==> src/rtl/cpr_pkg.sv <==
`timescale 1ns/1ps
package cpr_pkg;
   typedef enum logic [2:0] {
      SEL_NONE,
      SEL_VOL,
      SEL_OUT,
      SEL_MODE,
      SEL_STAT,
      SEL_SWRST
   } reg_sel_e;

   localparam int STAT_IN1_BIT = 0;
   localparam int STAT_IN2_BIT = 1;
   localparam int STAT_BLK_BIT = 2;
   localparam int STAT_BITS    = 3;
endpackage

==> src/rtl/cpr_sync.sv <==
`timescale 1ns/1ps
module cpr_sync #(
   parameter int WIDTH  = 2,
   parameter int STAGES = 2
) (
   input  logic             clk,
   input  logic             rst_n,
   input  logic [WIDTH-1:0] d_i,
   output logic [WIDTH-1:0] q_o
);
   if (STAGES < 2) begin : g_bad_stages
      $error("cpr_sync: STAGES must be at least 2");
   end
   if (WIDTH < 1) begin : g_bad_width
      $error("cpr_sync: WIDTH must be at least 1");
   end

   logic [STAGES-1:0][WIDTH-1:0] chain_q;

   always_ff @(posedge clk or negedge rst_n) begin
      if (!rst_n) chain_q <= '0;
      else        chain_q <= {chain_q[STAGES-2:0], d_i};
   end

   assign q_o = chain_q[STAGES-1];
endmodule

==> src/rtl/cpr_rst_sync.sv <==
`timescale 1ns/1ps
module cpr_rst_sync #(
   parameter int STAGES = 2
) (
   input  logic clk,
   input  logic rst_pin_n,
   output logic rst_int_n
);
   if (STAGES < 2) begin : g_bad_stages
      $error("cpr_rst_sync: STAGES must be at least 2");
   end

   logic [STAGES-1:0] shift_q;

   always_ff @(posedge clk or negedge rst_pin_n) begin
      if (!rst_pin_n) shift_q <= '0;
      else            shift_q <= {shift_q[STAGES-2:0], 1'b1};
   end

   assign rst_int_n = shift_q[STAGES-1];
endmodule

==> src/rtl/cpr_hostregs.sv <==
`timescale 1ns/1ps
module cpr_hostregs #(
   parameter int N_OUT            = 2,
   parameter bit ANALYSER_PRESENT = 1'b1
) (
   input  logic             clk,
   input  logic             rst_n,
   input  logic             wr_out_i,
   input  logic [N_OUT-1:0] out_val_i,
   input  logic             wr_mode_i,
   input  logic             mode_val_i,
   input  logic             blk_clr_i,
   input  logic             swrst_req_i,
   input  logic             blk_set_i,
   output logic [N_OUT-1:0] gp_out_o,
   output logic             ana_en_o,
   output logic             blk_o,
   output logic             swrst_o
);
   // output latches: software reset wins over a plain write
   always_ff @(posedge clk or negedge rst_n) begin
      if (!rst_n)           gp_out_o <= '0;
      else if (swrst_req_i) gp_out_o <= '0;
      else if (wr_out_i)    gp_out_o <= out_val_i;
   end

   // self-clearing restart request
   always_ff @(posedge clk or negedge rst_n) begin
      if (!rst_n) swrst_o <= 1'b0;
      else        swrst_o <= swrst_req_i;
   end

   // sticky refused-write flag: a new refusal wins over a clear
   always_ff @(posedge clk or negedge rst_n) begin
      if (!rst_n)         blk_o <= 1'b0;
      else if (blk_set_i) blk_o <= 1'b1;
      else if (blk_clr_i) blk_o <= 1'b0;
   end

   if (ANALYSER_PRESENT) begin : g_ana
      logic ana_q;
      always_ff @(posedge clk or negedge rst_n) begin
         if (!rst_n)         ana_q <= 1'b0;
         else if (wr_mode_i) ana_q <= mode_val_i;
      end
      assign ana_en_o = ana_q;
   end else begin : g_no_ana
      logic unused_mode;
      assign unused_mode = wr_mode_i ^ mode_val_i;
      assign ana_en_o    = 1'b0;
   end
endmodule

==> src/rtl/ctlpin_rst_mgr.sv <==
`timescale 1ns/1ps
module ctlpin_rst_mgr
   import cpr_pkg::*;
#(
   parameter int          ADDR_W           = 12,
   parameter int          DATA_W           = 16,
   parameter int          N_OUT            = 2,
   parameter int          SYNC_STAGES      = 2,
   parameter int unsigned VOL_BASE         = 'h000,
   parameter int unsigned VOL_COUNT        = 16,
   parameter int unsigned OUT_ADDR         = 'hFF0,
   parameter int unsigned MODE_ADDR        = 'hFF1,
   parameter int unsigned STAT_ADDR        = 'hFF2,
   parameter int unsigned SWRST_ADDR       = 'hFFD,
   parameter int          SWRST_BIT        = 15,
   parameter bit          ANALYSER_PRESENT = 1'b1,
   localparam int         VOL_IDX_W        = (VOL_COUNT > 1) ? $clog2(VOL_COUNT) : 1
) (
   input  logic                 clk,
   input  logic                 rst_pin_n,
   input  logic                 ctl_in1_i,
   input  logic                 ctl_in2_i,
   input  logic                 host_we_i,
   input  logic [ADDR_W-1:0]    host_addr_i,
   input  logic [DATA_W-1:0]    host_wdata_i,
   output logic [DATA_W-1:0]    host_rdata_o,
   output logic                 vol_we_o,
   output logic [VOL_IDX_W-1:0] vol_idx_o,
   output logic [DATA_W-1:0]    vol_data_o,
   output logic                 band_clr_o,
   output logic                 ana_en_o,
   output logic                 alg_restart_o,
   output logic                 sda_hiz_o,
   output logic [N_OUT-1:0]     gp_out_o
);
   localparam logic [ADDR_W-1:0] VOL_BASE_A = ADDR_W'(VOL_BASE);
   localparam logic [ADDR_W-1:0] VOL_CNT_A  = ADDR_W'(VOL_COUNT);
   localparam logic [ADDR_W-1:0] OUT_A      = ADDR_W'(OUT_ADDR);
   localparam logic [ADDR_W-1:0] MODE_A     = ADDR_W'(MODE_ADDR);
   localparam logic [ADDR_W-1:0] STAT_A     = ADDR_W'(STAT_ADDR);
   localparam logic [ADDR_W-1:0] SWRST_A    = ADDR_W'(SWRST_ADDR);

   // elaboration-time parameter checks
   if (DATA_W < STAT_BITS || N_OUT < 1 || N_OUT > DATA_W) begin : g_bad_width
      $error("ctlpin_rst_mgr: DATA_W/N_OUT out of range");
   end
   if (SWRST_BIT < 0 || SWRST_BIT >= DATA_W) begin : g_bad_swbit
      $error("ctlpin_rst_mgr: SWRST_BIT outside data word");
   end
   if (VOL_COUNT < 1 || VOL_BASE + VOL_COUNT > OUT_ADDR) begin : g_bad_vol
      $error("ctlpin_rst_mgr: volume window overlaps control registers");
   end
   if (ADDR_W < 2 || ADDR_W > 31) begin : g_bad_addr
      $error("ctlpin_rst_mgr: ADDR_W out of range");
   end

   // reset: asynchronous assert, synchronous release
   logic rst_int_n;
   cpr_rst_sync #(.STAGES(SYNC_STAGES)) u_rst_sync (
      .clk       (clk),
      .rst_pin_n (rst_pin_n),
      .rst_int_n (rst_int_n)
   );

   // control input synchronisers
   logic [1:0] ctl_s;
   logic       in1_s;
   logic       in2_s;
   cpr_sync #(.WIDTH(2), .STAGES(SYNC_STAGES)) u_in_sync (
      .clk   (clk),
      .rst_n (rst_int_n),
      .d_i   ({ctl_in2_i, ctl_in1_i}),
      .q_o   (ctl_s)
   );
   assign in1_s = ctl_s[0];
   assign in2_s = ctl_s[1];

   // address decode
   logic [ADDR_W-1:0] vol_off;
   reg_sel_e          sel;
   assign vol_off = host_addr_i - VOL_BASE_A;

   always_comb begin
      if (vol_off < VOL_CNT_A)         sel = SEL_VOL;
      else if (host_addr_i == OUT_A)   sel = SEL_OUT;
      else if (host_addr_i == MODE_A)  sel = SEL_MODE;
      else if (host_addr_i == STAT_A)  sel = SEL_STAT;
      else if (host_addr_i == SWRST_A) sel = SEL_SWRST;
      else                             sel = SEL_NONE;
   end

   logic wr_ok;
   logic vol_try;
   logic swrst_req;
   assign wr_ok     = host_we_i && rst_int_n;
   assign vol_try   = wr_ok && (sel == SEL_VOL);
   assign swrst_req = wr_ok && (sel == SEL_SWRST) && host_wdata_i[SWRST_BIT];

   // volume write gate
   assign vol_we_o   = vol_try && !in1_s;
   assign vol_idx_o  = vol_off[VOL_IDX_W-1:0];
   assign vol_data_o = host_wdata_i;

   logic blk_q;
   logic swrst_q;
   cpr_hostregs #(
      .N_OUT            (N_OUT),
      .ANALYSER_PRESENT (ANALYSER_PRESENT)
   ) u_regs (
      .clk         (clk),
      .rst_n       (rst_int_n),
      .wr_out_i    (wr_ok && (sel == SEL_OUT)),
      .out_val_i   (host_wdata_i[N_OUT-1:0]),
      .wr_mode_i   (wr_ok && (sel == SEL_MODE)),
      .mode_val_i  (host_wdata_i[0]),
      .blk_clr_i   (wr_ok && (sel == SEL_STAT) && host_wdata_i[STAT_BLK_BIT]),
      .swrst_req_i (swrst_req),
      .blk_set_i   (vol_try && in1_s),
      .gp_out_o    (gp_out_o),
      .ana_en_o    (ana_en_o),
      .blk_o       (blk_q),
      .swrst_o     (swrst_q)
   );

   // analyser clear: level-sensitive, mode dependent
   if (ANALYSER_PRESENT) begin : g_clr
      assign band_clr_o = ana_en_o && in2_s;
   end else begin : g_no_clr
      assign band_clr_o = 1'b0;
   end

   assign alg_restart_o = !rst_int_n || swrst_q;
   assign sda_hiz_o     = !rst_int_n;

   // read mux
   always_comb begin
      host_rdata_o = '0;
      unique case (sel)
         SEL_OUT:   host_rdata_o[N_OUT-1:0] = gp_out_o;
         SEL_MODE:  host_rdata_o[0]         = ana_en_o;
         SEL_STAT: begin
            host_rdata_o[STAT_IN1_BIT] = in1_s;
            host_rdata_o[STAT_IN2_BIT] = in2_s;
            host_rdata_o[STAT_BLK_BIT] = blk_q;
         end
         SEL_SWRST: host_rdata_o[SWRST_BIT] = swrst_q;
         default:   host_rdata_o = '0;
      endcase
   end
endmodule


==> config.mk <==
export PLATFORM = sky130hd
export DESIGN_NAME = ctlpin_rst_mgr
export DESIGN_NICKNAME = d
export VERILOG_FILES = /design/src/rtl/cpr_pkg.sv /design/src/rtl/cpr_sync.sv /design/src/rtl/cpr_rst_sync.sv /design/src/rtl/cpr_hostregs.sv /design/src/rtl/ctlpin_rst_mgr.sv
export SDC_FILE = /design/constraint.sdc
export NUM_CORES = 1
export LEC_CHECK = 0
export BUFFER_PORTS_ARGS = -buffer_cell sky130_fd_sc_hd__buf_2
export CAP_MARGIN = 40
export CORE_MARGIN = 1
export CORE_UTILIZATION = 35
export DETAILED_ROUTE_END_ITERATION = 7
export MAX_ROUTING_LAYER = met4
export PLACE_DENSITY = 0.77
export SLEW_MARGIN = 20
export SYNTH_ARGS = -nofsm -noshare
export SYNTH_HDL_FRONTEND = slang
export SYNTH_SLANG_ARGS = --single-unit
==> constraint.sdc <==
create_clock -name clk -period 1.4 [get_ports clk]
set_input_delay 0.28 -clock clk [delete_from_list [all_inputs] [get_ports clk]]
set_output_delay 0.28 -clock clk [all_outputs]
set_load 0.1 [all_outputs]
==> impl_metrics.csv <==
group,metric,value,unit
critical_path,crit_required,1.12,ns
critical_path,rrSetupSlack,0,ns
cts,cts.clk_slew.worst_paths,0.07,ns
cts,cts_tree,"yes",
die,num_rows,16,
detailed_routing,wire_per_inst,14.9,microns
global_routing,grt_antenna_before_repair,0,
timing,fin_crit,1.75,ns
hold_path,hold-path-cell-count,1,
logic_synthesis,yosysMostFrequentCell,"buf_4",
final_layout,antenna_cells,0,
die,initial_core_util,0.386,
cts,cts_buffer_depth,2,
placed_design,place_congestion,0.754,
logic_synthesis,yosys_warnings,0,
logic_synthesis,ys_seq_elements,11,
cts,root_buffer,"clkbuf_4",
logic_synthesis,seq_area_frac_synth,0.353,
global_routing,grt_max_degree,9,
die,die_height,49.2,microns
power_and_ir_drop,p_leak,0.684,nW
timing,setup_viol,10,
die,fp.dieW,49.2,microns
placed_design,dpl_cell_area,1270,sq um
critical_path,worst-setup-path-type,"primary input to output pin",
logic_synthesis,synthDominantCellAreaShare,0.353,
timing,fmax,571,MHz
logic_synthesis,synthTopCellsByArea,"dfrtp_1, buf_4, mux2i_1, nor4b_4, and2_1",
detailed_routing,drt_iter0_markers,3,
status,violations,"negative setup slack",
final_layout,nets,160,
timing,finalCritPeriodShare,1.25,
logic_synthesis,yosys-top-cells-count,"buf_4, dfrtp_1, nor2_1, mux2i_1",
logic_synthesis,synth-async-reset-ratio,1.00,
detailed_routing,wl,2280,microns
detailed_routing,vias,665,
logic_synthesis,synth_top_area_cell,"dfrtp_1",
timing,fin_ws,-0.352,ns
final_layout,nFillCells,151,
final_layout,area_growth,86.1,%
detailed_routing,antenna_left,0,
hold_path,worstHoldStart,"ctl_in2_i",
critical_path,worstReg2RegEnd,"u_regs.gp_out_o[1]$_DFFE_PN0P_",
hold_path,min_path_type,"primary input to flop",
critical_path,cp_max_fo,3,
logic_synthesis,synthFlopType,"dfrtp_1",
cts,clk_latency,0.26,ns
cts,htree_num_levels,1,
global_routing,grt_pass1_vias,707,
detailed_routing,drc_errors,0,
detailed_routing,via_per_inst,4.35,
die,core,2020,sq um
power_and_ir_drop,ir_drop,0.000604,V
power_and_ir_drop,power_density,686,nW/um^2
timing,hold_violations,0,
hold_path,whs_endpoint,"u_in_sync.chain_q[1]$_DFF_PN0_",
timing,skew,0.00287,ns
timing,hold_ws,0.120,ns
die,ioPinCount,76,
critical_path,crit_arrival,1.47,ns
global_routing,gr-usage-all-layers,0.194,
global_routing,grt-ovfl-total,0,
final_layout,post-route-cell-area,1450,sq um
job,maxCapViolCount,0,
cts,clock_sinks,11,
logic_synthesis,netlist_area,781,sq um
logic_synthesis,ys_types,24,
die,dieArea,2420,sq um
timing,drv_slew,0,
placed_design,hpwl,1600,microns
critical_path,endpoint_kind,"output pin",
final_layout,drive_above_1_share,0.667,
logic_synthesis,synth_edf_count,0,
critical_path,cp-start-kind,"primary input",
global_routing,grt_first_pass_wirelength,3420,microns
logic_synthesis,syn_inst,83,
cts,cts_buffers,3,
detailed_routing,firstDrtPassIters,2,
timing,rsz0062_at_grt,"yes",
critical_path,rr_worst_depth,4,
status,status,"complete, but fails checks",
logic_synthesis,syn_area_per_cell,9.41,sq um
critical_path,r2r-start,"u_rst_sync.shift_q[1]$_DFF_PN0_",
placed_design,portBuffers,39,
[metrics by stage]
step | setup WS (ns) | power, W | util | std cells | TNS, ns
floorplan | -0.583 | 0.000828 | - | 94 | -1.74
global placement | -0.312 | 0.000755 | 0.626 | 143 | -1.80
detailed placement | -0.366 | 0.000759 | 0.626 | 143 | -1.99
CTS | -0.340 | 0.00100 | 0.709 | 153 | -1.42
global route | -0.387 | 0.00103 | 0.718 | 153 | -1.80
finish | -0.352 | 0.000996 | 0.718 | 153 | -1.42
[cell usage in the layout (no fill, tap or decap), drive strengths merged]
master        n
nand3         1
dlygate4sd3   1
clkbuf        4
and3          1
or2           1
o21ai         2
mux2i         4
inv           3
nor3          3
nand2b        1
or4           1
nor2          5
nand4         3
buf          60
and2          3
mux2          1
or3           1
a31oi         1
nor4          2
conb         13
nor4b         1
dfrtp        11
nand4bb       1
nand2         1
nand4b        1
[state kept, by name (all words and copies together) (netlist names)]
name,flops
u_regs.ana_en_o,1
u_regs.swrst_o,1
u_in_sync.q_o,2
u_rst_sync.shift_q,2
u_in_sync.chain_q,2
u_regs.blk_o,1
u_regs.gp_out_o,2
[per-layer routing]
| metal | wire length, microns | global-route usage |
|---|---|---|
| met1 | 843 | 0.202 |
| met2 | 1280 | 0.354 |
| met3 | 157 | 0.0249 |
| met4 | 5 | 0.0931 |
| met5 | 0 | - |
[cell families (layout without fill, tap and decap cells)]
group / count (synthesis) / after routing / share of synthesized area
buffers and inverters: 36 / 68 / 0.329
AND/OR/NAND/NOR: 26 / 26 / 0.223
other: 2 / 13 / 0.00962
flip-flops: 11 / 11 / 0.353
AO/OA/AOI/OAI: 3 / 3 / 0.0208
multiplexers: 5 / 5 / 0.0657
[worst max-delay path, cell delays in order]
cell	delay (ns)
buf_6	0.10
or2_1	0.23
or3_4	0.43
buf_12	0.15
nor2_4	0.10
buf_12	0.18
[power breakdown]
part / internal, W / switching (W) / leakage [nW] / total (W)
sequential: 0.000328 / 0.00000663 / 0.133 / 0.000334
clock: 0.000110 / 0.0000970 / 0.0150 / 0.000207
combinational: 0.000128 / 0.000327 / 0.537 / 0.000455
[worst max-delay path by stage]
stage                               from                          end  slack (ns)  cells after the start
after CTS                 host_addr_i[3]              host_rdata_o[2]       -0.34                      5
after global placement    host_addr_i[2]              host_rdata_o[1]       -0.31                      5
final                     host_addr_i[3]              host_rdata_o[0]       -0.35                      6
after global routing      host_addr_i[3]              host_rdata_o[0]       -0.39                      6
after floorplan           host_addr_i[2]              host_rdata_o[1]       -0.58                      3
after detailed placement  host_addr_i[2]  u_regs.ana_en_o$_DFFE_PN0P_       -0.37                      5
[area by class of cell]
type,instances,area (sq um),share of cell area
Clock buffer,4,26.3,0.0181
Multi-Input combinational cell,47,400,0.276
Timing Repair Buffer,61,693,0.477
Inverter,3,11.3,0.00775
Tap cell,27,33.8,0.0233
Sequential cell,11,288,0.198
[timing repair]
action / CTS / global route
hold buffers: 1 / 0
pin swaps: 9 / 5
buffers inserted: 5 / 4
endpoints found under the hold margin: 2 / 0
setup endpoints to repair: 9 / 8
gates resized for setup: 16 / 4
No activity file was read; power rests on OpenSTA's default activity.
